==> config.mk <==
export PLATFORM = sky130hd
export DESIGN_NAME = intr_regpair
export DESIGN_NICKNAME = d
export VERILOG_FILES = /design/src/rtl/intr_regpair_pkg.sv /design/src/rtl/intr_setclr_reg.sv /design/src/rtl/intr_irq_gate.sv /design/src/rtl/intr_regpair.sv
export SDC_FILE = /design/constraint.sdc
export NUM_CORES = 1
export LEC_CHECK = 0
export ABC_AREA = 1
export CAP_MARGIN = 25
export CORE_UTILIZATION = 44
export DETAILED_ROUTE_END_ITERATION = 16
export GPL_ROUTABILITY_DRIVEN = 0
export PLACE_DENSITY_LB_ADDON = 0.12
export SLEW_MARGIN = 10
export SYNTH_ARGS = -nofsm -noshare
export SYNTH_HDL_FRONTEND = slang
export SYNTH_SLANG_ARGS = --single-unit
==> constraint.sdc <==
create_clock -name clk -period 1.9 [get_ports clk]
set_clock_uncertainty 0.2 [all_clocks]
set_input_delay 0.19 -clock clk [delete_from_list [all_inputs] [get_ports clk]]
set_output_delay 0.19 -clock clk [all_outputs]
set_load 0.05 [all_outputs]
==> src/rtl/intr_regpair_pkg.sv <==
package intr_regpair_pkg;
    // number of interrupt sources in the default build
    localparam int unsigned SRC_NUM_DEF = 14;
    // source that only software can raise
    localparam int unsigned SW_ONLY_DEF = 2;

    // pure set/clear update, no hardware term
    function automatic logic [SRC_NUM_DEF:0] setclr_apply(
        input logic [SRC_NUM_DEF:0] cur,
        input logic                 set_mode,
        input logic [SRC_NUM_DEF:0] sel
    );
        setclr_apply = set_mode ? (cur | sel) : (cur & ~sel);
    endfunction
endpackage

==> src/rtl/intr_setclr_reg.sv <==
module intr_setclr_reg #(
    parameter int unsigned W = 14
) (
    input  logic         clk,
    input  logic         rst,
    input  logic         wr_en,
    input  logic         set_mode,
    input  logic [W-1:0] wr_bits,
    input  logic [W-1:0] hw_set,
    output logic [W-1:0] q
);
    typedef struct packed {
        logic [W-1:0] bits;
    } st_t;

    st_t st_d, st_q;

    always_comb begin
        st_d = st_q;
        if (wr_en) begin
            if (set_mode) st_d.bits = st_q.bits | wr_bits;
            else          st_d.bits = st_q.bits & ~wr_bits;
        end
        // hardware set applied last so it beats a clear
        st_d.bits = st_d.bits | hw_set;
    end

    always_ff @(posedge clk) begin
        if (rst) st_q <= '0;
        else     st_q <= st_d;
    end

    assign q = st_q.bits;


    set_write_chk: assert property (@(posedge clk) disable iff (rst)
        (wr_en && set_mode) |=> ((q & $past(wr_bits)) == $past(wr_bits)));

    clr_write_chk: assert property (@(posedge clk) disable iff (rst)
        (wr_en && !set_mode && hw_set == '0) |=> ((q & $past(wr_bits)) == '0));

    hold_chk: assert property (@(posedge clk) disable iff (rst)
        (!wr_en && hw_set == '0) |=> $stable(q));

    hw_wins_chk: assert property (@(posedge clk) disable iff (rst)
        (hw_set != '0) |=> ((q & $past(hw_set)) == $past(hw_set)));
endmodule

==> src/rtl/intr_irq_gate.sv <==
module intr_irq_gate #(
    parameter int unsigned N = 14
) (
    input  logic         master,
    input  logic [N-1:0] en,
    input  logic [N-1:0] req,
    output logic         irq
);
    logic [N-1:0] hit;

    for (genvar i = 0; i < N; i++) begin : g_hit
        assign hit[i] = en[i] & req[i];
    end

    assign irq = master & (|hit);
endmodule

==> src/rtl/intr_regpair.sv <==
module intr_regpair
    import intr_regpair_pkg::*;
#(
    parameter int unsigned SRC_W   = SRC_NUM_DEF,
    parameter int unsigned SW_ONLY = SW_ONLY_DEF
) (
    input  logic                 clk,
    input  logic                 rst,
    input  logic                 en_wr,
    input  logic                 req_wr,
    input  logic [SRC_W+1:0]     wr_data,
    input  logic [SRC_W-1:0]     hw_src,
    output logic [SRC_W+1:0]     en_rd,
    output logic [SRC_W+1:0]     req_rd,
    output logic                 irq_out
);
    localparam int unsigned MODE_BIT   = SRC_W + 1;
    localparam int unsigned MASTER_BIT = SRC_W;

    logic [SRC_W:0]   en_q;
    logic [SRC_W-1:0] req_q;
    logic [SRC_W-1:0] hw_mask;
    logic [SRC_W-1:0] hw_eff;

    // the software-only source has no hardware path
    for (genvar i = 0; i < SRC_W; i++) begin : g_mask
        if (i == SW_ONLY) begin : g_sw
            assign hw_mask[i] = 1'b0;
        end else begin : g_hw
            assign hw_mask[i] = 1'b1;
        end
    end
    assign hw_eff = hw_src & hw_mask;

    intr_setclr_reg #(.W(SRC_W + 1)) u_en (
        .clk      (clk),
        .rst      (rst),
        .wr_en    (en_wr),
        .set_mode (wr_data[MODE_BIT]),
        .wr_bits  (wr_data[SRC_W:0]),
        .hw_set   ('0),
        .q        (en_q)
    );

    intr_setclr_reg #(.W(SRC_W)) u_req (
        .clk      (clk),
        .rst      (rst),
        .wr_en    (req_wr),
        .set_mode (wr_data[MODE_BIT]),
        .wr_bits  (wr_data[SRC_W-1:0]),
        .hw_set   (hw_eff),
        .q        (req_q)
    );

    intr_irq_gate #(.N(SRC_W)) u_gate (
        .master (en_q[MASTER_BIT]),
        .en     (en_q[SRC_W-1:0]),
        .req    (req_q),
        .irq    (irq_out)
    );

    assign en_rd  = {1'b0, en_q};
    assign req_rd = {2'b00, req_q};


    req_master_zero_chk: assert property (@(posedge clk) disable iff (rst)
        req_rd[MASTER_BIT] == 1'b0);

    hw_pulse_chk: assert property (@(posedge clk) disable iff (rst)
        (hw_eff != '0) |=> ((req_rd[SRC_W-1:0] & $past(hw_eff)) == $past(hw_eff)));

    sw_only_chk: assert property (@(posedge clk) disable iff (rst)
        !req_wr |=> !$rose(req_rd[SW_ONLY]));

    irq_gate_chk: assert property (@(posedge clk) disable iff (rst)
        irq_out == (en_rd[MASTER_BIT] && ((en_rd[SRC_W-1:0] & req_rd[SRC_W-1:0]) != '0)));

    top_bit_zero_chk: assert property (@(posedge clk) disable iff (rst)
        !en_rd[MODE_BIT] && !req_rd[MODE_BIT]);

    reset_clear_chk: assert property (@(posedge clk)
        rst |=> (en_rd == '0 && req_rd == '0 && !irq_out));
endmodule

==> run summary, run 1 <==
Vias per std cell - 4.92
Inst Count DP - 315
Max-cap violations - 0
Worst reg-to-reg path cell count - 4
Worst path slowest cell - dfxtp_1
Largest cells by area after synthesis - dfxtp_1, nand2_1, nand3_1
Nets - 312
Post-route setup slack - 0.153 ns
YS warnings - 0
Detailed Routing Iterations Pass 1 - 4
Clk slew on worst S/H paths - 0.10 ns
Largest delay share family, worst path - simple AND/OR/NAND/NOR gates
Clk root buf - clkbuf_4
Hold slack final - 0.227 ns
Number of setup buffers added after CTS - 0
Num rows - 20
Die footprint - 3490 sq um
Buffers plus inverters on the worst setup path - 1
Clk sinks - 29
Mapped Cells - 218
Post-DP HPWL - 2.53 mm
Initial antenna violation count - 0
Number of remaining DRC errors - 0
IO Port Bufs - 62
Drt wl/cell - 11.2 um
HP Class - input port to register
Worst Hold Path Cells - 3
Ports - 67
# setup viols final - 0
Antenna Violating Nets Remaining - 0
Grt ovf - 0
Initial Utilization - 46.6%
Die Height - 59.1 um
Slew Viols, Final - 0
CTS Hold Buffers Added - 0
Fin crit share - 91.9%
CTS max path bufs - 2
Post-synth top area share - 40.5%
Inserted Diodes - 0
Share of layout cells above drive strength 1 - 7.53%
TritonCTS clock tree - yes
Most Frequent Cell on Critical Path - nand2_1
Min Tclk post-route - 1.75 ns
Crit path arrival time - 1.36 ns
Crit Path Class - register to primary output
First-pass GRT wire length - 5.84 mm
Post-synth cell types - 16
Actual slew at the worst max-slew pin - 0.504 ns
CP Cell Sequence - nand2_1 -> nand2_1 -> nor2_1 -> nand2_1 -> nor2_1 -> nor2_2 -> buf_4
Max-slew headroom - 66.4%
Startpoint types - register
Synth Register Bits - 29
Num CTS Buffers - 5
CP required - 1.51 ns
Worst Setup End Kind - primary output
Area after DPL - 2040 sq um
DIE WIDTH - 59.1 um
Insertion delay to the later sink of the worst-skew pair - 0.33 ns
Wirelength, routed - 3.62 mm
Htree depth - 2
Worst-path fanout max - 3
Fin area - 2120 sq um
Post-synthesis sequential area ratio - 40.5%
Max incr delay on CP - 0.34 ns
Synth Cell Area - 1440 sq um
Initial DRC Count - 65
Largest net degree at the start of global routing - 30
GRT Total Usage - 22.5%
VDD IR-drop max - 0.444 mV
Core region area - 3080 sq um
TNS Setup - 0 ns
Non-Filler Instances - 323
RSZ-0062 raised after global routing - no
Filler cells - 297
Cell Pwr Density - 771 nW/um^2
Status - completed
Final Hold Vio Count - 0
Area Overhead vs Synth - 47.7%
Dpl ws - 0.325 ns
Routed vias - 1589
Stages on the worst setup path - 7
Vias in the first global route - 1366
Max Freq - 572 MHz
Largest area contributor in the netlist - dfxtp_1
P_leak - 1.13 nW
Syn avg cell area - 6.58 sq um
==> power by group <==
group          total [W]  internal (W)  switching, W
Clock           0.000538      0.000314      0.000224
Combinational   0.000423      0.000155      0.000268
Sequential      0.000672      0.000645     0.0000271
Total            0.00163       0.00111      0.000519
==> synth_stat cells (all sizes together) <==
cell	count
dfxtp	29
nand2	93
conb	1
clkbuf	1
o21ai	13
nand3	28
buf	15
inv	16
nor2	5
a21oi	17
==> final timing paths <==
path,endpoint,start,slack (ns)
setup / recovery,irq_out,u_req.q[11]$_SDFF_PP0_,0.15
hold / removal,register,wr_data[14],0.23
setup reg to reg,u_req.q[10]$_SDFF_PP0_,u_req.q[10]$_SDFF_PP0_,0.95
hold reg to reg,register,register,0.28
==> worst register-to-register path, stage by stage, from the launching register on <==
cell	delay, ns
dfxtp_1	0.34
nand2_1	0.07
nand2_1	0.04
o21ai_0	0.14
inv_1	0.06
==> layer usage <==
metal | global-route usage, % | vias up | share of wire, %
li1 | - | 801 | -
met1 | 26.8 | 703 | 42
met2 | 38.1 | 81 | 48
met3 | 6.55 | 4 | 8.2
met4 | 8.84 | 0 | 1.3
met5 | 0 | - | 0
==> through the flow <==
stage | total power, W | utilization [%]
finish | 0.00163 | 68.9
global route | 0.00171 | 68.9
CTS | 0.00164 | 68.4
detailed placement | 0.00113 | 66.3
global placement | 0.00112 | 66.3
floorplan | 0.000960 | -
==> cell usage in the layout, fill, tap and decap left out <==
| cell | n |
|---|---|
| buf_4 | 9 |
| nor2_2 | 1 |
| conb_1 | 3 |
| nand2_2 | 1 |
| clkbuf_8 | 1 |
| clkdlybuf4s50_1 | 32 |
| a21oi_1 | 16 |
| a21oi_2 | 1 |
| dlygate4sd2_1 | 18 |
| clkbuf_4 | 5 |
| nand2_1 | 92 |
| o21ai_1 | 5 |
| dfxtp_1 | 29 |
| nor2_1 | 4 |
| nand3_1 | 28 |
| inv_1 | 16 |
| o21ai_0 | 8 |
| clkbuf_1 | 1 |
| bufinv_16 | 1 |
| buf_12 | 2 |
| dlymetal6s2s_1 | 6 |
==> cell type report <==
| class | count | area [sq um] | area share [%] |
|---|---|---|---|
| tap | 44 | 55.1 | 2.60 |
| timing repair buffer | 67 | 661 | 31.2 |
| sequential | 29 | 581 | 27.4 |
| clock buffer | 7 | 55.1 | 2.60 |
| clock inverter | 1 | 30.0 | 1.42 |
| multi-input combinational | 159 | 678 | 32.0 |
| inverter | 16 | 60.1 | 2.83 |
==> cells by family after synthesis <==
kind of cell,synth area share (%)
and+or+nand+nor,35.6
buffers and inverters,13.0
AOI/OAI and AO/OA,10.7
DFF,40.5
other,0.261
==> repair_timing <==
action	4_1_cts	5_1_grt
gates cloned	0	0
gates resized for setup	18	6
endpoints found under the setup margin	18	6
Note: power is estimated with default switching activity, not from simulation.
==> inputs of run 2 (changes only) <==
--- a/config.mk
+++ b/config.mk
@@ -7,7 +7,7 @@
 export LEC_CHECK = 0
 export ABC_AREA = 1
 export CAP_MARGIN = 25
-export CORE_UTILIZATION = 44
+export CORE_UTILIZATION = 41
 export DETAILED_ROUTE_END_ITERATION = 16
 export GPL_ROUTABILITY_DRIVEN = 0
 export PLACE_DENSITY_LB_ADDON = 0.12
==> constraint.sdc (replaced) <==
create_clock -name clk -period 1.8 [get_ports clk]
set_clock_uncertainty 0.2 [all_clocks]
set_input_delay 0.18 -clock clk [delete_from_list [all_inputs] [get_ports clk]]
set_output_delay 0.18 -clock clk [all_outputs]
set_load 0.05 [all_outputs]
==> run summary, run 2 (same netlist as run 1, synthesis figures left out) <==
Vias per std cell - 4.64
Wirelength, routed - 3.36 mm
Drt wl/cell - 10.4 um
Antenna Violating Nets Remaining - 0
Cell Pwr Density - 762 nW/um^2
Reg area - 581 sq um
Share of layout cells above drive strength 1 - 15.9%
Most frequent cells in the layout - nand2_1, clkdlybuf4s50_1, buf_4, dfxtp_1, nand3_1
GR Util met2 - 30.9%
Number of setup buffers added after CTS - 0
Area Overhead vs Synth - 43.5%
Area after DPL - 2000 sq um
Gate power share - 29.1%
Initial antenna violation count - 0
Worst Setup End Kind - primary output
Die Height - 61.2 um
Ports - 67
P_leak - 1.01 nW
Detailed Routing Iterations Pass 1 - 7
Core region area - 3340 sq um
Max-cap violations - 0
Post-DP HPWL - 2.27 mm
Inst Count DP - 316
# setup viols final - 0
Met3 usage - 7.77%
Clk sinks - 29
Reg-to-reg slack, setup - 0.87 ns
Vias in the first global route - 1247
Routed vias - 1499
Multi-input logic area - 681 sq um
VDD IR-drop max - 0.468 mV
CTS Hold Buffers Added - 0
Number of remaining DRC errors - 0
Startpoint types - register
Worst-path fanout max - 3
RSZ-0062 raised after global routing - no
Internal power - 0.00104 W
Non-Filler Instances - 323
Largest net degree at the start of global routing - 30
Inserted Diodes - 0
Grt ovf - 0
Crit Path Class - register to primary output
Filler cells - 332
TritonCTS clock tree - yes
Max Freq - 591 MHz
Final Hold Vio Count - 0
Share of power burned in registers - 45.3%
Nets - 311
Min Tclk post-route - 1.69 ns
First-pass GRT wire length - 5.13 mm
Status - completed
Num CTS Buffers - 5
Met1 Track Usage GR - 23.0%
Switching power - 0.000529 W
IO Port Bufs - 62
CTS max path bufs - 2
Sw Share - 33.7%
Clk root buf - clkbuf_4
Fin area - 2060 sq um
Htree depth - 2
Clock share of power - 25.6%
Clk slew on worst S/H paths - 0.09 ns
Slew Viols, Final - 0
Most common cell after layout, fill and taps aside - nand2_1
Crit path arrival time - 1.31 ns
Most used routing layer - met2
DIE WIDTH - 61.2 um
Die footprint - 3740 sq um
HP Class - input port to register
Insertion delay to the later sink of the worst-skew pair - 0.32 ns
Final Core Density - 61.7%
CP required - 1.42 ns
Pwr Total - 0.00157 W
Fin crit share - 94.0%
GRT Total Usage - 19.1%
Num rows - 21
Initial DRC Count - 76
Initial Utilization - 43.0%
TNS Setup - 0 ns
[run 2: cell types whose count changed in the layout (fill, tap and decap cells not counted)]
cell,before,now
buf_4,9,30
dlygate4sd2_1,18,0
dlymetal6s2s_1,6,0
buf_12,2,4
bufinv_16,1,0
nor2_1,4,3
nor2_2,1,2
[run 2: cell type report]
class                           instances  area share (%)
Clock buffer                            7            2.67
Inverter                               16            2.92
Multi-Input combinational cell        159            33.0
Sequential cell                        29            28.2
Tap cell                               46            2.79
Timing Repair Buffer                   66            30.4
[run 2: worst paths after layout]
check                            to  cells past startpoint              startpoint
max                         irq_out                      7  u_req.q[11]$_SDFF_PP0_
min          u_req.q[13]$_SDFF_PP0_                      3              hw_src[13]
max reg2reg   u_req.q[3]$_SDFF_PP0_                      4   u_req.q[3]$_SDFF_PP0_
min reg2reg                register                      2                register
[run 2: repair_timing]
| action | in CTS | in global routing |
|---|---|---|
| endpoints found under the hold margin | 0 | 0 |
| endpoints found under the setup margin | 0 | 1 |
| gates resized for setup | 0 | 1 |
[run 2: per-layer routing]
metal,wire [um],vias to the layer above
li1,-,797
met1,1610,652
met2,1520,48
met3,217,2
met4,18,0
met5,0,-
[run 2: power by group through the flow]
| stage | clock [W] | sequential (W) | combinational [W] |
|---|---|---|---|
| after floorplan | 0 | 0.000853 | 0.000161 |
| after global placement | 0 | 0.000726 | 0.000453 |
| after detailed placement | 0 | 0.000726 | 0.000456 |
| after CTS | 0.000411 | 0.000711 | 0.000457 |
| after global routing | 0.000443 | 0.000716 | 0.000495 |
| final | 0.000402 | 0.000711 | 0.000456 |
[run 2: critical path, cell delays in order (launching register included)]
cell and delay (ns):
dfxtp_1 0.35, nand2_1 0.07, nand2_1 0.04, nor2_1 0.11, nand2_1 0.09, nor2_2 0.13, nor2_2 0.06, buf_12 0.14
[run 2: through the flow]
step | hold slack [ns] | worst slack (ns)
3_5_place_dp | 0.268 | 0.255
4_1_cts | 0.214 | 0.0661
6_report | 0.224 | 0.109
3_3_place_gp | 0.265 | 0.266
5_1_grt | 0.248 | 0.00354
2_1_floorplan | 0.0913 | 0.0738
==> inputs of run 3 (changes only) <==
--- a/config.mk
+++ b/config.mk
@@ -8,6 +8,7 @@
 export ABC_AREA = 1
 export CAP_MARGIN = 25
 export CORE_UTILIZATION = 41
+export CTS_CLUSTER_SIZE = 12
 export DETAILED_ROUTE_END_ITERATION = 16
 export GPL_ROUTABILITY_DRIVEN = 0
 export PLACE_DENSITY_LB_ADDON = 0.12
@@ -15,3 +16,4 @@
 export SYNTH_ARGS = -nofsm -noshare
 export SYNTH_HDL_FRONTEND = slang
 export SYNTH_SLANG_ARGS = --single-unit
+export TNS_END_PERCENT = 50
==> results of run 3 <==
Same layout as run 2: the final DEF is identical, and so are final timing and power.
